File: src/rtl/priv_mask_regs.sv
module priv_mask_regs #(
  parameter int DATA_W   = 32,
  parameter int PRIO_W   = 8,
  parameter int PRIO_LSB = 3
) (
  input  logic              clk,
  input  logic              rst_n,
  input  logic              in_handler,
  input  logic              exc_entry,
  input  logic              exc_return,
  input  logic              ret_to_thread,
  input  logic              reg_sel,
  input  logic              wr_en,
  input  logic [DATA_W-1:0] wr_data,
  output logic [DATA_W-1:0] rd_data,
  input  logic [PRIO_W-1:0] req_prio,
  output logic              req_blocked,
  output logic              use_psp,
  output logic              thread_unpriv
);
  localparam int IMPL_W = PRIO_W - PRIO_LSB;

  logic [IMPL_W-1:0] mask_q;
  logic              priv_q;
  logic              spsel_q;
  logic              saved_q;
  logic [PRIO_W-1:0] mask_full;
  logic              sw_ok;

  assign mask_full = PRIO_W'(mask_q) << PRIO_LSB;
  assign sw_ok     = wr_en && (in_handler || !priv_q);

  always_ff @(posedge clk or negedge rst_n) begin
    if (!rst_n) begin
      mask_q <= '0;
    end else if (sw_ok && !reg_sel) begin
      mask_q <= wr_data[PRIO_W-1:PRIO_LSB];
    end
  end

  always_ff @(posedge clk or negedge rst_n) begin
    if (!rst_n) begin
      priv_q  <= 1'b0;
      spsel_q <= 1'b0;
      saved_q <= 1'b0;
    end else begin
      if (sw_ok && reg_sel) priv_q <= wr_data[0];
      if (exc_entry) begin
        if (!in_handler) saved_q <= spsel_q;
        spsel_q <= 1'b0;
      end else if (exc_return) begin
        spsel_q <= ret_to_thread ? saved_q : 1'b0;
      end else if (sw_ok && reg_sel && !in_handler) begin
        spsel_q <= wr_data[1];
      end
    end
  end

  assign use_psp       = !in_handler && spsel_q;
  assign thread_unpriv = priv_q;
  assign req_blocked   = (mask_q != '0) && (req_prio >= mask_full);
  assign rd_data       = reg_sel ? DATA_W'({use_psp, priv_q}) : DATA_W'(mask_full);
endmodule

File: config.mk
export PLATFORM = sky130hd
export DESIGN_NAME = priv_mask_regs
export DESIGN_NICKNAME = d
export VERILOG_FILES = /design/src/rtl/priv_mask_regs.sv
export SDC_FILE = /design/constraint.sdc
export NUM_CORES = 1
export LEC_CHECK = 0
export ABC_AREA = 1
export BUFFER_PORTS_ARGS = -buffer_cell sky130_fd_sc_hd__buf_2
export CAP_MARGIN = 0
export CORE_UTILIZATION = 31
export DETAILED_ROUTE_END_ITERATION = 10
export PLACE_DENSITY = 0.79
export SLEW_MARGIN = 20
export SYNTH_ARGS = -nofsm -noshare
export SYNTH_HDL_FRONTEND = slang
export SYNTH_SLANG_ARGS = --single-unit
File: constraint.sdc
create_clock -name clk -period 1.3 [get_ports clk]
set_clock_uncertainty 0.15 [all_clocks]
set_input_delay 0.26 -clock clk [delete_from_list [all_inputs] [get_ports clk]]
set_output_delay 0.26 -clock clk [all_outputs]
set_load 0.02 [all_outputs]
==> out/summary.txt, run 1 <==
Routability Congestion: 0.742
Largest family of logic cells by synthesized area: buffers and inverters
Pleak: 0.616 nW
Synth cell types: 17
Core ar.: 2280 µm²
Antenna cells: 0
Hold wc startpoint: wr_data[6]
First-pass GRT wire length: 2330 µm
Ratio of cells with drive above 1 in the final layout: 42.4%
Crit path time final: 1870 ps
TritonCTS clock tree: built
Num CTS Buffers: 3
Boundary pin count: 83
Clock Pin Slew Worst Setup and Hold Paths: 50 ps
Top cell type's share of synthesized area: 26.1%
R2r setup slk: 160 ps
GRT Resource Usage Total: 12.0%
Sw Ratio: 40.4%
Chip Height: 51.7 µm
Primary FF master, synth: dfrtp_1
Adder-Cell Fraction of Synth Area: 8.17%
Power share of the clock group: 16.6%
Launch point of the worst path: mask_q[0]
Post-route DRC: 0
Multiplexer area fraction after synthesis: 0%
# clock sinks: 8
Setup tns final: -988 ps
CP Max Fanout: 2
Combinational fraction of design power: 55.1%
# rows: 17
Fmax: 534 MHz
Status: complete, but fails checks
DR iter-0 viols: 6
CTS Root Cell: clkbuf_4
Synth Area in Compound Gates: 6.54%
Post-Synth XOR/XNOR Area: 0%
Die Span X: 51.7 µm
Setup crit end kind: output port
Drt via density: 3.97
Reg area: 200 µm²
Area added between synthesis and finish: 41.8%
RSZ-0062 raised after global routing: true
Mean Syn Cell Area: 7.16 µm²
Worst Path Required: 890 ps
Input/output buffers: 32
Asr flop ratio synth: 100%
CP max stage cell: dfrtp_1
Crit path buffers/inverters: 2
Multi-input logic area: 455 µm²
Crit-path leading delay family: flip-flops
Synthesized instance count: 107
EDFF count, synth: 0
Dpl cells: 170
Register area share after synthesis: 26.1%
Pin count of the biggest net entering global routing: 11
Hpwl dp: 1150 µm
Synth area leader: dfrtp_1
Synth Register Bits: 8
RR Endpoint: mask_q[4]
Initial antenna violation count: 0
Cell with the most instances after synthesis: buf_4
Vias in the first global route: 594
Area contributors post-synth: dfrtp_1 (26%), buf_4 (25%), ha_1 (8.2%)
Failing checks: negative setup slack
Setup-failing EPs final: 8
Pint: 0.671 mW
Tcrit/Tclk final: 144%
Seq pwr share: 28.3%
Total gr overflow: 0
Max-cap violations: 0
Starting density of the core: 33.6%
Vias post-DR: 711
P per Cell Area: 1040 nW/µm²
Fin. max-slew vios: 0
CP startpoint kind: flop
YS warnings: 0
Worst setup margin: -571 ps
Fin. Hold Viols: 0
Critical path type: flop to output port
Number of H-tree levels: 1
Hold Crit Depth: 3
Mean routed wirelength per cell: 8.46 µm
Final #Nets: 206
Simple-gate area share of the yosys netlist: 24.0%
Drt first pass iters: 4
Die Footprint: 2670 µm²
Slowest stage delay, CP: 380 ps
Routed Antenna Nets: 0
Commonest cells post-synth: buf_4 (25), inv_1 (15), nand2_1 (15), nor2_1 (15), a21oi_1 (9)
Hold/Removal Path Class: primary input to flop
Worst r2r src: thread_unpriv
Worst-Skew Late Latency: 250 ps
Cells on worst reg2reg path: 5
Worst Path Arrival: 1460 ps
Detailed Route WL: 1520 µm
Post-Syn Area: 766 µm²
Most used cell, CP: nand2_1
Cell Count, Final, Fillers Out: 179
Fill cell count: 226
Sw Pwr: 0.454 mW
Peak VDD IR: 0.390 mV
Crit path cell chain: ha_1 -> inv_1 -> nor2_1 -> nand2_1 -> nand2_1 -> nand2_2 -> a21oi_4 -> buf_6
Hold worst-path end: mask_q[3]
Place WS: -318 ps
Clk buf depth: 2
cell usage in the layout, fill, tap and decap left out:
cell type | Yosys | final
inv_1 | 15 | 9
nor2_1 | 15 | 11
a21oi_1 | 9 | 7
nand2_1 | 15 | 14
nor3_2 | 0 | 1
dlygate4sd3_1 | 0 | 1
nand2_4 | 1 | 1
clkbuf_4 | 0 | 4
nand2_2 | 0 | 1
nand3_1 | 4 | 4
ha_4 | 0 | 1
buf_2 | 0 | 22
dfrtp_1 | 8 | 8
nand3_4 | 1 | 1
a21oi_4 | 0 | 1
inv_2 | 1 | 6
buf_6 | 1 | 9
ha_1 | 5 | 4
nor2_4 | 0 | 4
nand4_1 | 2 | 2
conb_1 | 1 | 25
inv_4 | 1 | 2
o21ai_0 | 1 | 1
buf_4 | 25 | 10
nor3_1 | 2 | 1
a21oi_2 | 0 | 1
power groups by stage:
| stage | registers [mW] | logic (mW) | clock network [mW] |
|---|---|---|---|
| final | 0.319 | 0.620 | 0.186 |
| after global routing | 0.321 | 0.682 | 0.218 |
| after CTS | 0.318 | 0.585 | 0.193 |
| after detailed placement | 0.322 | 0.466 | 0 |
| after global placement | 0.321 | 0.460 | 0 |
| after floorplan | 0.326 | 0.368 | 0 |
final cells by class:
class / count / share of cell area [%]
Multi-Input combinational cell: 80 / 41.9
Timing Repair Buffer: 43 / 28.0
Sequential cell: 8 / 18.4
Inverter: 17 / 6.34
Tap cell: 28 / 3.23
Clock buffer: 3 / 2.07
what timing repair did:
item / CTS / global route
pin swaps: 5 / 1
buffers inserted: 5 / 2
endpoints found under the hold margin: 8 / 0
cloned: 0 / 0
hold buffers: 1 / 0
gates resized for setup: 28 / 8
setup endpoints to repair: 9 / 9
how the worst max path moves through the flow:
stage,endpoint,slack [ps],depth (start not counted)
6_report,req_blocked,-570,8
5_1_grt,req_blocked,-660,8
4_1_cts,req_blocked,-550,8
3_5_place_dp,req_blocked,-320,7
3_3_place_gp,req_blocked,-300,8
2_1_floorplan,req_blocked,-190,6
per-layer routing:
layer,wire (µm),global-route usage (%),up-vias
met5,0,0,-
met4,8,4.05,0
met3,122,4.39,2
met2,777,22.9,39
met1,607,11.8,303
li1,-,-,367
worst min-delay path, cell delays in order:
cell	delay, ps
buf_2	70
nor2_1	30
a21oi_1	100
per-stage QoR:
step	power, mW	hold slack, ps	instance area, µm²	utilization [%]
2_1_floorplan	0.694	-186	876	-
3_3_place_gp	0.781	-36.6	910	40.0
3_5_place_dp	0.788	-32.0	910	40.0
4_1_cts	1.10	101	1050	46.0
5_1_grt	1.22	109	1090	47.7
6_report	1.12	107	1090	47.7
registers in the layout (all words and copies together) (netlist names):
name	count
thread_unpriv	1
saved_q	1
spsel_q	1
mask_q	5
cell families after synthesis:
family,count (synthesis)
flip-flops,8
AO/OA/AOI/OAI,10
AND/OR/NAND/NOR,40
other,1
adder cells (fa/ha/maj),5
buffers and inverters,43
No activity file was read; power rests on OpenSTA's default activity.
==> inputs of run 2 (changes only) <==
--- a/config.mk
+++ b/config.mk
@@ -8,9 +8,11 @@
 export ABC_AREA = 1
 export BUFFER_PORTS_ARGS = -buffer_cell sky130_fd_sc_hd__buf_2
 export CAP_MARGIN = 0
-export CORE_UTILIZATION = 31
+export CORE_ASPECT_RATIO = 1.5
+export CORE_UTILIZATION = 32
+export CTS_BUF_LIST = sky130_fd_sc_hd__clkbuf_8
 export DETAILED_ROUTE_END_ITERATION = 10
-export PLACE_DENSITY = 0.79
+export PLACE_DENSITY = 0.81
 export SLEW_MARGIN = 20
 export SYNTH_ARGS = -nofsm -noshare
 export SYNTH_HDL_FRONTEND = slang
==> out/summary.txt, run 2 (synthesis results as in run 1) <==
Worst Path Arrival: 1440 ps
Fin. Hold Viols: 0
Total gr overflow: 0
Fin. max-slew vios: 0
Largest register FFs: 5
Antenna cells: 0
Vias post-DR: 724
Hold WS: 146 ps
Pint: 0.803 mW
Area added between synthesis and finish: 48.7%
Hold/Removal Path Class: primary input to flop
Crit path time final: 1850 ps
RR Endpoint: mask_q[1]
Failing checks: negative setup slack
Initial antenna violation count: 0
Vias in the first global route: 620
Cell Count, Final, Fillers Out: 176
CP Max Fanout: 2
Ratio of cells with drive above 1 in the final layout: 45.1%
Chip Height: 61.9 µm
RSZ-0062 raised after global routing: true
Boundary pin count: 83
Fmax: 542 MHz
Power share of the clock group: 22.1%
CP startpoint kind: flop
First-pass GRT wire length: 2370 µm
Drt via density: 4.11
Seq pwr share: 25.3%
Hold worst-path end: mask_q[4]
TritonCTS clock tree: built
Die Span X: 41.9 µm
Commonest non-fill, non-tap cells in the layout: conb_1 (25), buf_2 (22), nand2_1 (14), buf_6 (13)
Die Footprint: 2600 µm²
Worst Path Required: 890 ps
Combinational fraction of design power: 52.7%
Drt first pass iters: 4
Dpl cells: 168
Critical path type: flop to output port
Hold Crit Depth: 3
Max-cap violations: 0
Hold wc startpoint: wr_data[7]
Hpwl dp: 1190 µm
Starting density of the core: 33.9%
Routability Congestion: 0.781
Worst-Skew Late Latency: 220 ps
Largest Register: mask_q
# rows: 21
Num CTS Buffers: 3
Final #Nets: 208
Number of H-tree levels: 1
Setup-failing EPs final: 7
Pin count of the biggest net entering global routing: 11
Status: complete, but fails checks
Tcrit/Tclk final: 142%
Tot Pwr: 1.27 mW
Post-route DRC: 0
Sw Pwr: 0.464 mW
Sw Ratio: 36.6%
Worst r2r src: thread_unpriv
CTS Root Cell: clkbuf_8
R2r setup slk: 150 ps
Commonest non-fill, non-tap cell in the layout: conb_1
Mean routed wirelength per cell: 8.78 µm
Peak VDD IR: 0.663 mV
Input/output buffers: 32
Detailed Route WL: 1550 µm
P per Cell Area: 1110 nW/µm²
Cells on worst reg2reg path: 5
Routed Antenna Nets: 0
Pleak: 0.637 nW
Worst setup margin: -546 ps
Core ar.: 2260 µm²
Clk buf depth: 2
# clock sinks: 8
Setup crit end kind: output port
Clock Pin Slew Worst Setup and Hold Paths: 40 ps
DR iter-0 viols: 3
GRT Resource Usage Total: 12.1%
Setup tns final: -939 ps
Place WS: -343 ps
## run 2: critical path, stage by stage (launching register included)
cell and delay [ps]:
dfrtp_1 350, inv_2 50, ha_1 270, nand2_1 110
inv_1 60, a21oi_2 170, a21oi_4 70, buf_6 130
## run 2: power by group through the flow
stage	clock network, mW	registers (mW)	logic (mW)
detailed placement	0	0.322	0.488
CTS	0.290	0.319	0.644
finish	0.280	0.320	0.667
floorplan	0	0.326	0.368
global placement	0	0.322	0.481
global route	0.313	0.325	0.732
## run 2: worst max path at each step
stage          startpoint     endpoint  slack (ps)  depth (start not counted)
4_1_cts         mask_q[0]  req_blocked        -520                          8
2_1_floorplan   mask_q[4]  req_blocked        -190                          6
3_3_place_gp    mask_q[4]  req_blocked        -310                          7
5_1_grt         mask_q[0]  req_blocked        -660                          8
3_5_place_dp    mask_q[4]  req_blocked        -340                          7
6_report        mask_q[3]  req_blocked        -550                          7
## run 2: final cells by class
class | count | area (µm²)
well taps | 23 | 28.8
multi-input cells | 80 | 468
fillers | 230 | 1120
clock buffers | 3 | 41.3
repair buffers | 45 | 334
inverters | 17 | 66.3
flip-flops and latches | 8 | 200
## run 2: per-stage QoR
stage               util [%]  instance area [µm²]
floorplan                  -                  876
global placement        41.0                  926
detailed placement      41.0                  926
CTS                     49.5                 1120
global route            50.4                 1140
finish                  50.4                 1140
## run 2: metal layers
metal  up-vias  global-route usage [%]  wire, µm
li1        373                       -         -
met5         -                       0         0
met1       311                    10.9       550
met4         0                    4.15         0
met2        40                    26.3       877
met3         0                    2.31       117
## run 2: what timing repair did
action	4_1_cts	5_1_grt
hold buffers	1	0
endpoints found under the hold margin	8	0
resized for setup	34	8
buffers inserted	5	1
endpoints found under the setup margin	9	9
pin swaps	3	3
